`config.mk`:
```
export PLATFORM = sky130hd
export DESIGN_NAME = ep_status_tracker
export DESIGN_NICKNAME = d
export VERILOG_FILES = /design/src/rtl/ep_status_pkg.sv /design/src/rtl/ep_status_cell.sv /design/src/rtl/ep_status_ctrl.sv /design/src/rtl/ep_status_dp.sv /design/src/rtl/ep_status_tracker.sv
export SDC_FILE = /design/constraint.sdc
export NUM_CORES = 1
export LEC_CHECK = 0
export ABC_AREA = 0
export ABC_CLOCK_PERIOD_IN_PS = 1930
export CAP_MARGIN = 20
export CORE_UTILIZATION = 39
export CTS_BUF_LIST = sky130_fd_sc_hd__clkbuf_8
export DETAILED_ROUTE_END_ITERATION = 16
export DONT_BUFFER_PORTS = 1
export PLACE_DENSITY = 0.63
export SYNTH_ARGS = -nofsm -noshare
export SYNTH_HDL_FRONTEND = slang
export SYNTH_SLANG_ARGS = --single-unit
```
`constraint.sdc`:
```
create_clock -name clk -period 1.93 [get_ports clk]
set_input_delay 0.2895 -clock clk [delete_from_list [all_inputs] [get_ports clk]]
set_output_delay 0.2895 -clock clk [all_outputs]
set_load 0.01 [all_outputs]
```
`src/rtl/ep_status_pkg.sv`:
```
package ep_status_pkg;

  localparam int EP_IDX_W = 4;
  localparam int BYTE_W   = 8;

  typedef logic [EP_IDX_W-1:0] epIdx_t;

  // strobes from control to datapath
  typedef struct packed {
    logic   rdStatus;
    logic   rdImage;
    epIdx_t ep;
  } dpStrb_t;

endpackage

```
`src/rtl/ep_status_cell.sv`:
```
module ep_status_cell #(
  parameter int ERR_W = 4
) (
  input  logic             clk,
  input  logic             rstN,
  input  logic             evtValid,
  input  logic [ERR_W-1:0] evtErr,
  input  logic             evtOk,
  input  logic             evtPid,
  input  logic             rdClr,
  output logic [7:0]       statusByte
);

  localparam int PAD_W = 8 - 3 - ERR_W;

  logic             pending;
  logic             ovf;
  logic             pidReg;
  logic             okReg;
  logic [ERR_W-1:0] errReg;

  always_ff @(posedge clk) begin
    if (!rstN) begin
      pending <= 1'b0;
      ovf     <= 1'b0;
      pidReg  <= 1'b0;
      okReg   <= 1'b0;
      errReg  <= '0;
    end else if (evtValid) begin
      // event wins over a read landing in the same cycle
      errReg  <= evtErr;
      okReg   <= evtOk;
      pidReg  <= evtPid;
      ovf     <= ovf | pending;
      pending <= 1'b1;
    end else if (rdClr) begin
      ovf     <= 1'b0;
      pending <= 1'b0;
    end
  end

  assign statusByte = {ovf, pidReg, {PAD_W{1'b0}}, errReg, okReg};

  // unread status followed by a new event flags overflow
  p_ovf_set_r3: assert property (@(posedge clk) disable iff (!rstN)
    evtValid && pending |=> statusByte[7]);

  // a read without a colliding event clears the overflow bit
  p_rd_clear_r4: assert property (@(posedge clk) disable iff (!rstN)
    rdClr && !evtValid |=> !statusByte[7]);

  // a read leaves the transaction fields untouched
  p_rd_keep_r4: assert property (@(posedge clk) disable iff (!rstN)
    rdClr && !evtValid |=> $stable(statusByte[6:0]));

endmodule

```
`src/rtl/ep_status_ctrl.sv`:
```
module ep_status_ctrl
  import ep_status_pkg::*;
#(
  parameter int         NUM_EP   = 16,
  parameter int         CTRL_EPS = 2,
  parameter logic [7:0] RD_BASE  = 8'hA0,
  parameter logic [7:0] VAL_BASE = 8'h60,
  parameter logic [7:0] CLR_BASE = 8'h70,
  parameter logic [7:0] ACK_CODE = 8'hF4,
  parameter logic [7:0] IMG_CODE = 8'hB4
) (
  input  logic    clk,
  input  logic    rstN,
  input  logic    cmdValid,
  input  logic [7:0] cmdCode,
  input  logic    setupRcvd,
  input  logic    setupWriteDone,
  output dpStrb_t strb,
  output logic    validateStb,
  output logic    clearStb,
  output epIdx_t  bufEp,
  output logic    cmdReject,
  output logic    ctrlBufEn,
  output logic    ovwFlag,
  output logic    setupInBuf
);

  localparam logic [7:0] NUM_EP_B = 8'(NUM_EP);
  localparam logic [7:0] CTRL_B   = 8'(CTRL_EPS);

  logic [7:0] rdOff, valOff, clrOff;
  logic       isRd, isVal, isClr, isAck, isImg;
  logic       valCtrl, clrCtrl, lockReg;
  logic       valBlock, clrBlock;

  always_comb begin
    rdOff   = cmdCode - RD_BASE;
    valOff  = cmdCode - VAL_BASE;
    clrOff  = cmdCode - CLR_BASE;
    isRd    = cmdValid && (cmdCode >= RD_BASE)  && (rdOff  < NUM_EP_B);
    isVal   = cmdValid && (cmdCode >= VAL_BASE) && (valOff < NUM_EP_B);
    isClr   = cmdValid && (cmdCode >= CLR_BASE) && (clrOff < NUM_EP_B);
    isAck   = cmdValid && (cmdCode == ACK_CODE);
    isImg   = cmdValid && (cmdCode == IMG_CODE);
    valCtrl = valOff < CTRL_B;
    clrCtrl = clrOff < CTRL_B;
    valBlock = isVal && valCtrl && lockReg;
    clrBlock = isClr && clrCtrl && lockReg;

    strb.rdStatus = isRd;
    strb.rdImage  = isImg;
    strb.ep       = rdOff[EP_IDX_W-1:0];
  end

  always_ff @(posedge clk) begin
    if (!rstN) begin
      lockReg     <= 1'b0;
      ovwFlag     <= 1'b0;
      setupInBuf  <= 1'b0;
      validateStb <= 1'b0;
      clearStb    <= 1'b0;
      cmdReject   <= 1'b0;
      bufEp       <= '0;
    end else begin
      // set-up lock: a set-up pulse beats a same-cycle acknowledge
      if (setupRcvd)  lockReg <= 1'b1;
      else if (isAck) lockReg <= 1'b0;

      // overwrite: new set-up inside an unacknowledged window
      if (setupRcvd && lockReg)          ovwFlag <= 1'b1;
      else if (isImg && setupWriteDone)  ovwFlag <= 1'b0;

      if (setupRcvd)                                   setupInBuf <= 1'b1;
      else if (isClr && !clrBlock && clrOff == 8'd0)   setupInBuf <= 1'b0;

      validateStb <= isVal && !valBlock;
      clearStb    <= isClr && !clrBlock;
      cmdReject   <= valBlock || clrBlock;
      if (isVal)      bufEp <= valOff[EP_IDX_W-1:0];
      else if (isClr) bufEp <= clrOff[EP_IDX_W-1:0];
    end
  end

  assign ctrlBufEn = !lockReg;

  // a set-up pulse locks the control buffer commands
  p_setup_lock_r7: assert property (@(posedge clk) disable iff (!rstN)
    setupRcvd |=> !ctrlBufEn);

  // second set-up while locked raises the overwrite flag
  p_ovw_raise_r9: assert property (@(posedge clk) disable iff (!rstN)
    setupRcvd && !ctrlBufEn |=> ovwFlag);

  // without a finished write the overwrite flag survives a read
  p_ovw_hold_r10: assert property (@(posedge clk) disable iff (!rstN)
    ovwFlag && !setupWriteDone |=> ovwFlag);

  // a refused command never strobes
  p_reject_excl_r7: assert property (@(posedge clk) disable iff (!rstN)
    cmdReject |-> !validateStb && !clearStb);

endmodule

```
`src/rtl/ep_status_dp.sv`:
```
module ep_status_dp
  import ep_status_pkg::*;
#(
  parameter int NUM_EP = 16,
  parameter int ERR_W  = 4
) (
  input  logic                    clk,
  input  logic                    rstN,
  input  dpStrb_t                 strb,
  input  logic [2:0]              imgBits,
  input  logic [NUM_EP-1:0]       evtValid,
  input  logic [NUM_EP*ERR_W-1:0] evtErr,
  input  logic [NUM_EP-1:0]       evtOk,
  input  logic [NUM_EP-1:0]       evtPid,
  output logic [BYTE_W-1:0]       rdData,
  output logic                    rdValid
);

  logic [BYTE_W-1:0] statBytes [NUM_EP];

  for (genvar i = 0; i < NUM_EP; i++) begin : g_cell
    logic rdClr;
    assign rdClr = strb.rdStatus && (strb.ep == EP_IDX_W'(i));
    ep_status_cell #(.ERR_W(ERR_W)) u_cell (
      .clk       (clk),
      .rstN      (rstN),
      .evtValid  (evtValid[i]),
      .evtErr    (evtErr[i*ERR_W +: ERR_W]),
      .evtOk     (evtOk[i]),
      .evtPid    (evtPid[i]),
      .rdClr     (rdClr),
      .statusByte(statBytes[i])
    );
  end

  always_ff @(posedge clk) begin
    if (!rstN) begin
      rdData  <= '0;
      rdValid <= 1'b0;
    end else begin
      rdValid <= strb.rdStatus || strb.rdImage;
      if (strb.rdImage)
        rdData <= {4'b0000, imgBits, 1'b0};
      else if (strb.rdStatus)
        rdData <= statBytes[strb.ep];
    end
  end

  // every decoded read yields one reply cycle
  p_rd_reply_r1: assert property (@(posedge clk) disable iff (!rstN)
    (strb.rdStatus || strb.rdImage) |=> rdValid);

  p_rd_quiet_r1: assert property (@(posedge clk) disable iff (!rstN)
    !(strb.rdStatus || strb.rdImage) |=> !rdValid);

endmodule

```
`src/rtl/ep_status_tracker.sv`:
```
module ep_status_tracker
  import ep_status_pkg::*;
#(
  parameter int         NUM_EP   = 16,
  parameter int         ERR_W    = 4,
  parameter int         CTRL_EPS = 2,
  parameter logic [7:0] RD_BASE  = 8'hA0,
  parameter logic [7:0] VAL_BASE = 8'h60,
  parameter logic [7:0] CLR_BASE = 8'h70,
  parameter logic [7:0] ACK_CODE = 8'hF4,
  parameter logic [7:0] IMG_CODE = 8'hB4
) (
  input  logic                    clk,
  input  logic                    rstN,
  input  logic                    cmdValid,
  input  logic [7:0]              cmdCode,
  input  logic                    cpuBufSel,
  input  logic                    setupRcvd,
  input  logic                    setupWriteDone,
  input  logic [NUM_EP-1:0]       evtValid,
  input  logic [NUM_EP*ERR_W-1:0] evtErr,
  input  logic [NUM_EP-1:0]       evtOk,
  input  logic [NUM_EP-1:0]       evtPid,
  output logic [7:0]              rdData,
  output logic                    rdValid,
  output logic                    ctrlBufEn,
  output logic                    validateStb,
  output logic                    clearStb,
  output logic [3:0]              bufEp,
  output logic                    cmdReject
);

  dpStrb_t strb;
  logic    ovwFlag, setupInBuf;

  ep_status_ctrl #(
    .NUM_EP(NUM_EP), .CTRL_EPS(CTRL_EPS), .RD_BASE(RD_BASE),
    .VAL_BASE(VAL_BASE), .CLR_BASE(CLR_BASE), .ACK_CODE(ACK_CODE),
    .IMG_CODE(IMG_CODE)
  ) u_ctrl (
    .clk(clk), .rstN(rstN), .cmdValid(cmdValid), .cmdCode(cmdCode),
    .setupRcvd(setupRcvd), .setupWriteDone(setupWriteDone),
    .strb(strb), .validateStb(validateStb), .clearStb(clearStb),
    .bufEp(bufEp), .cmdReject(cmdReject), .ctrlBufEn(ctrlBufEn),
    .ovwFlag(ovwFlag), .setupInBuf(setupInBuf)
  );

  ep_status_dp #(.NUM_EP(NUM_EP), .ERR_W(ERR_W)) u_dp (
    .clk(clk), .rstN(rstN), .strb(strb),
    .imgBits({ovwFlag, setupInBuf, cpuBufSel}),
    .evtValid(evtValid), .evtErr(evtErr), .evtOk(evtOk), .evtPid(evtPid),
    .rdData(rdData), .rdValid(rdValid)
  );

  logic [7:0] valRel, clrRel;
  logic       ctrlBufCmd;
  assign valRel     = cmdCode - VAL_BASE;
  assign clrRel     = cmdCode - CLR_BASE;
  assign ctrlBufCmd = cmdValid && ((cmdCode >= VAL_BASE && valRel < 8'(CTRL_EPS)) ||
                                   (cmdCode >= CLR_BASE && clrRel < 8'(CTRL_EPS)));

  // locked control endpoints refuse buffer commands
  p_lock_reject_r7: assert property (@(posedge clk) disable iff (!rstN)
    !ctrlBufEn && ctrlBufCmd |=> cmdReject && !validateStb && !clearStb);

  // acknowledge without a colliding set-up unlocks
  p_ack_unlock_r8: assert property (@(posedge clk) disable iff (!rstN)
    cmdValid && cmdCode == ACK_CODE && !setupRcvd |=> ctrlBufEn);

  // a refusal only ever follows a locked state
  p_reject_cause_r7: assert property (@(posedge clk) disable iff (!rstN)
    cmdReject |-> $past(!ctrlBufEn));

endmodule

```
==> impl_metrics.tcl, run 1 <==
set metrics [dict create \
    yosys_warnings 0 \
    start_util_pct 40.3 \
    cp-end-kind "flip-flop" \
    grt_pass1_vias 5141 \
    cts_tree "done" \
    io_pins 143 \
    fin_nets 831 \
    worst_pin_slew_ns 0.596 \
    p_sw_share_pct 24.9 \
    grt_pass1_wl_um 26900 \
    clkSinkCount 146 \
    drive_gt1_share_pct 8.53 \
    fin_area_um2 7880 \
    status "finished, final reports clean" \
    h-tree-depth 4 \
    p_total_mw 6.63 \
    dp_hpwl_um 11000 \
    grt_max_degree 51 \
    synth_cell_type_count 40 \
    cts_setup_buffers 0 \
    overflow 0 \
    arrival_ns 1.94 \
    dpl_cell_area_um2 6300 \
    intPower_mw 4.98 \
    rows 45 \
    p_switching_mw 1.65 \
    grt_usage_pct 21.9 \
    fmaxAchievable_mhz 627 \
    clkPwrFrac_pct 38.4 \
    min_path_type "in -> reg" \
    place_inst 780 \
    yosysSeqAreaShare_pct 47.3 \
    clk_path_buf_depth 2 \
    clock_latency_ns 0.45 \
    hold_viol 0 \
    finalSetupTns_ns 0 \
    seq_power_share_pct 49.7 \
    irDropWorstVdd_uv 444 \
    powerDensity_nw_per_um2 841 \
    vias 4861 \
    synth_edf_count 0 \
    critical_path_class "reg -> reg" \
    die_area_um2 16300 \
    syn_area_um2 6180 \
    yosysMostFrequentCell "dfxtp_1" \
    setup_viol 0 \
    drt_iter0_drc 219 \
    syn-num-nets 738 \
    post-route-min-period_ns 1.59 \
    numPortBuffers 0 \
    rsz0062_at_grt "no" \
    gp_congestion 0.817 \
    crit_required_ns 2.27 \
    cap_violations 0 \
    max_slew_margin_pct 60.2 \
    cts_root_buffer "clkbuf_8" \
    drc 0 \
    die_w_um 128 \
    synth_area_per_cell_um2 10.1 \
    drv_slew 0 \
    core_area_um2 15300 \
    synth.top_cells.by_count "146 x dfxtp_1, 127 x nor2_1, 104 x mux2i_1" \
    postSynthCellCount 610 \
    fin_crit_sh_pct 82.6 \
    async_flop_share_pct 0 \
    numCtsBuffers 17 \
    routed_wl_um 17200 \
    wl_per_cell_um 18.5 \
    clk_pin_slew_worst_paths_ns 0.08 \
    synth_top_area_share_pct 47.3 \
    syn_to_final_growth_pct 27.5 \
    power_frac_comb_pct 11.9 \
    cp_max_fo 2 \
    fin_worst_skew_ns 0.0101 \
    dr.pass1.iters 4 \
    die_y_um 128 \
    fillerInstances 1375 \
    leakage_nw 3.24 \
    synthTopCellsByArea "dfxtp_1 47%, mux2i_1 17%, mux4_2 8.4%" \
    synth_seq_cells 146 \
    synth_top_flop_cell "dfxtp_1" \
    ant_nets 0 \
    viasPerCell 5.23 \
    cp-start-kind "flip-flop" \
    yosysTopAreaCell "dfxtp_1" \
    antenna_found_initial 4 \
    finalNonFillerCells 930 \
]
## logic make-up after synthesis
group                      share of synthesized area, %
muxes                                              27.4
and+or+nand+nor                                    13.1
other                                            0.0607
buffers and inverters                              4.19
xor gates and xnor gates                          0.142
AOI/OAI and AO/OA                                  7.41
DFF                                                47.3
adders and majority gates                         0.405
## repair_timing
item / 4_1_cts / 5_1_grt
gates resized for setup: 0 / 0
hold buffers: 115 / 0
endpoints found under the hold margin: 133 / 0
## worst paths after layout
| path | from | slack (ns) | end | cells past startpoint |
|---|---|---|---|---|
| max | u_dp.g_cell[2].u_cell.errReg[3] | 0.34 | u_dp.rdData[4] | 5 |
| min | evtErr[20] | 0.01 | u_dp.g_cell[5].u_cell.errReg[0] | 2 |
| max reg2reg | u_dp.g_cell[2].u_cell.errReg[3] | 0.34 | u_dp.rdData[4] | 5 |
| min reg2reg | u_dp.g_cell[12].u_cell.ovf | 0.47 | u_dp.g_cell[12].u_cell.ovf | 2 |
## layer usage
layer  track usage, %  vias up  part of all wire [%]
met5                0        -                     0
met1             26.2     2367                    44
met4             8.51        0                   1.9
met2             37.2      149                    48
met3             6.34       21                   6.0
li1                 -     2324                     -
## metrics by stage
step	worst slack (ns)	utilization, %	hold slack (ns)
after floorplan	0.289	-	0.407
after global placement	0.301	41.1	0.410
after detailed placement	0.249	41.1	0.417
after CTS	0.357	51.4	0.000641
after global routing	0.270	51.4	0.00986
final	0.336	51.4	0.0115
## final cells by class
| type | instances | area (um2) | area share [%] |
|---|---|---|---|
| clock buffers | 19 | 262 | 3.32 |
| repair buffers | 122 | 1240 | 15.8 |
| flip-flops and latches | 146 | 2920 | 37.1 |
| diodes | 4 | 10.0 | 0.127 |
| inverters | 6 | 25.0 | 0.318 |
| well taps | 211 | 264 | 3.35 |
| multi-input cells | 410 | 3000 | 38.0 |
| clock inverters | 12 | 159 | 2.02 |
## power by group through the flow
stage / combinational (mW) / clock (mW) / sequential, mW
2_1_floorplan: 0.521 / 0 / 3.32
3_3_place_gp: 0.506 / 0 / 3.34
3_5_place_dp: 0.526 / 0 / 3.36
4_1_cts: 0.784 / 2.60 / 3.29
5_1_grt: 0.857 / 2.72 / 3.31
6_report: 0.789 / 2.55 / 3.29
## registers in the layout, summed over array words and instances, names as in the netlist
signal and cells:
u_ctrl.bufEp 4, u_ctrl.clearStb 1, u_ctrl.cmdReject 1, u_ctrl.lockReg 1
u_ctrl.ovwFlag 1, u_ctrl.setupInBuf 1, u_ctrl.validateStb 1, u_dp.g_cell.u_cell.errReg 64
u_dp.g_cell.u_cell.okReg 16, u_dp.g_cell.u_cell.ovf 16, u_dp.g_cell.u_cell.pending 16, u_dp.g_cell.u_cell.pidReg 16
u_dp.rdData 7, u_dp.rdValid 1
## worst max-delay path: stages, from the launching register on
cell and delay, ns:
dfxtp_1 0.33, mux4_2 0.50, a22oi_1 0.33, nand2_1 0.12, mux2i_1 0.15, nor2_1 0.06
## cells in the final DEF, fill, tap and decap left out, drive strengths merged, types with 6 or more instances in the layout
master,instances
clkbuf,19
a22o,6
o21ai,19
nand3,8
nand2,39
mux2i,104
dfxtp,146
a22oi,12
dlygate4sd3,115
inv,8
buf,7
a21oi,39
mux4,28
nor2,127
Note: power is estimated with default switching activity, not from simulation.
==> run 2: changes to the inputs <==
- ABC_CLOCK_PERIOD_IN_PS: 1930 -> 1300
- PLACE_DENSITY: 0.63 -> 0.65
- clock period: 1.93 -> 1.3 ns (I/O delays scaled with it)
==> impl_metrics.tcl, run 2 (synthesis gave the netlist of run 1 again) <==
set metrics [dict create \
    arrival_ns 1.75 \
    worst_pin_slew_ns 0.735 \
    die_y_um 128 \
    rr_worst_depth 4 \
    critical_path_buf_inv_count 0 \
    hold-path-endpoint "u_dp.g_cell[11].u_cell.pending" \
    mostFrequentLayoutCells "134 x dfxtp_1, 126 x nor2_1, 126 x dlygate4sd3_1" \
    cp_max_fo 2 \
    crit_required_ns 1.63 \
    antenna_found_initial 7 \
    fin_ws_ns -0.124 \
    rsz0062_at_grt "yes" \
    crit_family "compound AO/OA/AOI/OAI gates" \
    clk_pin_slew_worst_paths_ns 0.08 \
    start_util_pct 40.3 \
    hold_ws_ns 0.0249 \
    finalNonFillerCells 1022 \
    drv_slew 0 \
    post-route-min-period_ns 1.42 \
    fin_worst_skew_ns 0.0109 \
    ant_nets 0 \
    grt_usage_pct 24.1 \
    place_inst 857 \
    clock_latency_ns 0.45 \
    dp_hpwl_um 11800 \
    met2RoutedLength_um 9350 \
    critPathSlowestCell "mux4_2" \
    fillerInstances 1263 \
    viasPerCell 5.23 \
    r2r_end "u_dp.rdData[1]" \
    numCtsBuffers 17 \
    routed_wl_um 18900 \
    max_slew_margin_pct 50.9 \
    crit_chain "mux4_2, a22o_1, o21ai_1, a21oi_1" \
    power_frac_comb_pct 14.7 \
    syn_to_final_growth_pct 40.6 \
    core_area_um2 15300 \
    clkSinkCount 146 \
    p_switching_mw 2.52 \
    drt-met1-wl_um 7620 \
    clk_path_buf_depth 2 \
    fmaxAchievable_mhz 702 \
    fin_nets 919 \
    cts_root_buffer "clkbuf_8" \
    cp-start-kind "flip-flop" \
    violations "negative setup slack" \
    cpPeakStageDelay_ns 0.48 \
    grt_pass1_wl_um 29900 \
    top_layer "met5" \
    die_w_um 128 \
    setup_viol 7 \
    cp-end-kind "flip-flop" \
    r2r_slack_ns -0.12 \
    hold_viol 0 \
    drive_gt1_share_pct 21.4 \
    largest-register "u_dp.g_cell.u_cell.errReg" \
    numPortBuffers 0 \
    met3_length_um 1430 \
    overflow 0 \
    p_total_mw 10.1 \
    reg2reg_from "u_dp.g_cell[15].u_cell.errReg[0]" \
    powerDensity_nw_per_um2 1160 \
    cap_violations 0 \
    rows 45 \
    final_util_pct 56.7 \
    irDropWorstVdd_uv 616 \
    seq_power_share_pct 48.6 \
    gp_congestion 0.841 \
    fin_crit_sh_pct 110 \
    drt_iter0_drc 267 \
    dp_worst_setup_slack_ns -0.251 \
    p_sw_share_pct 25.0 \
    intPower_mw 7.54 \
    largest_reg_flops 64 \
    final_common_cell "dfxtp_1" \
    h-tree-depth 4 \
    cts_tree "done" \
    drc 0 \
    die_area_um2 16300 \
    hp-start "rstN" \
    grt_pass1_vias 5797 \
    dr.pass1.iters 6 \
    clkPwrFrac_pct 36.7 \
    io_pins 143 \
    min_path_type "in -> reg" \
    grt_max_degree 37 \
    whs_path_depth 2 \
    critical_path_class "reg -> reg" \
    leakage_nw 3.68 \
    vias 5345 \
    wl_per_cell_um 18.5 \
    status "complete, but fails checks" \
]
[run 2: layout make-up]
| class | count | area [um2] | area share (%) |
|---|---|---|---|
| Multi-Input combinational cell | 410 | 3060 | 35.2 |
| Sequential cell | 146 | 2940 | 33.8 |
| Timing Repair Buffer | 210 | 1950 | 22.5 |
| Tap cell | 211 | 264 | 3.04 |
| Clock buffer | 18 | 248 | 2.85 |
| Clock inverter | 14 | 165 | 1.90 |
| Inverter | 6 | 40.0 | 0.461 |
| Antenna cell | 7 | 17.5 | 0.202 |
[run 2: power groups by stage]
stage | logic, mW | clock network, mW | registers (mW)
finish | 1.48 | 3.69 | 4.89
global route | 1.59 | 3.96 | 4.92
CTS | 1.46 | 3.76 | 4.88
detailed placement | 1.00 | 0 | 4.98
global placement | 0.968 | 0 | 4.96
floorplan | 0.797 | 0 | 4.93
[run 2: worst max path at each step]
stage | start | endpoint | slack [ns] | cells after the start
after floorplan | cmdCode[0] | u_dp.rdData[7] | -0.13 | 7
after global placement | cmdCode[5] | u_dp.rdData[2] | -0.23 | 8
after detailed placement | cmdCode[5] | u_dp.rdData[2] | -0.25 | 8
after CTS | u_dp.g_cell[15].u_cell.errReg[2] | u_dp.rdData[3] | -0.12 | 4
after global routing | u_dp.g_cell[7].u_cell.errReg[3] | u_dp.rdData[4] | -0.17 | 5
final | u_dp.g_cell[15].u_cell.errReg[0] | u_dp.rdData[1] | -0.12 | 4
[run 2: what timing repair did]
| action | CTS | global route |
|---|---|---|
| hold buffers | 127 | 1 |
| gates resized for setup | 12 | 9 |
| buffers inserted | 1 | 0 |
| endpoints found under the hold margin | 142 | 2 |
| setup endpoints to repair | 7 | 10 |
| pin swaps | 7 | 8 |
[run 2: layer usage]
metal	GRT usage, %	vias to the layer above
li1	-	2502
met2	41.0	203
met3	7.39	41
met1	28.0	2597
met5	0	-
met4	10.4	2
[run 2: worst reg2reg max path, stage by stage, from the launching register on]
cell and delay, ns:
dfxtp_2 0.33, mux4_2 0.48, a22o_1 0.25, o21ai_1 0.16, a21oi_1 0.08
[run 2: through the flow]
step / cell area (um2) / setup TNS, ns
global route: 8680 / -0.981
floorplan: 6250 / -1.95
finish: 8680 / -0.656
global placement: 6940 / -4.97
detailed placement: 6940 / -6.37
CTS: 8660 / -0.580
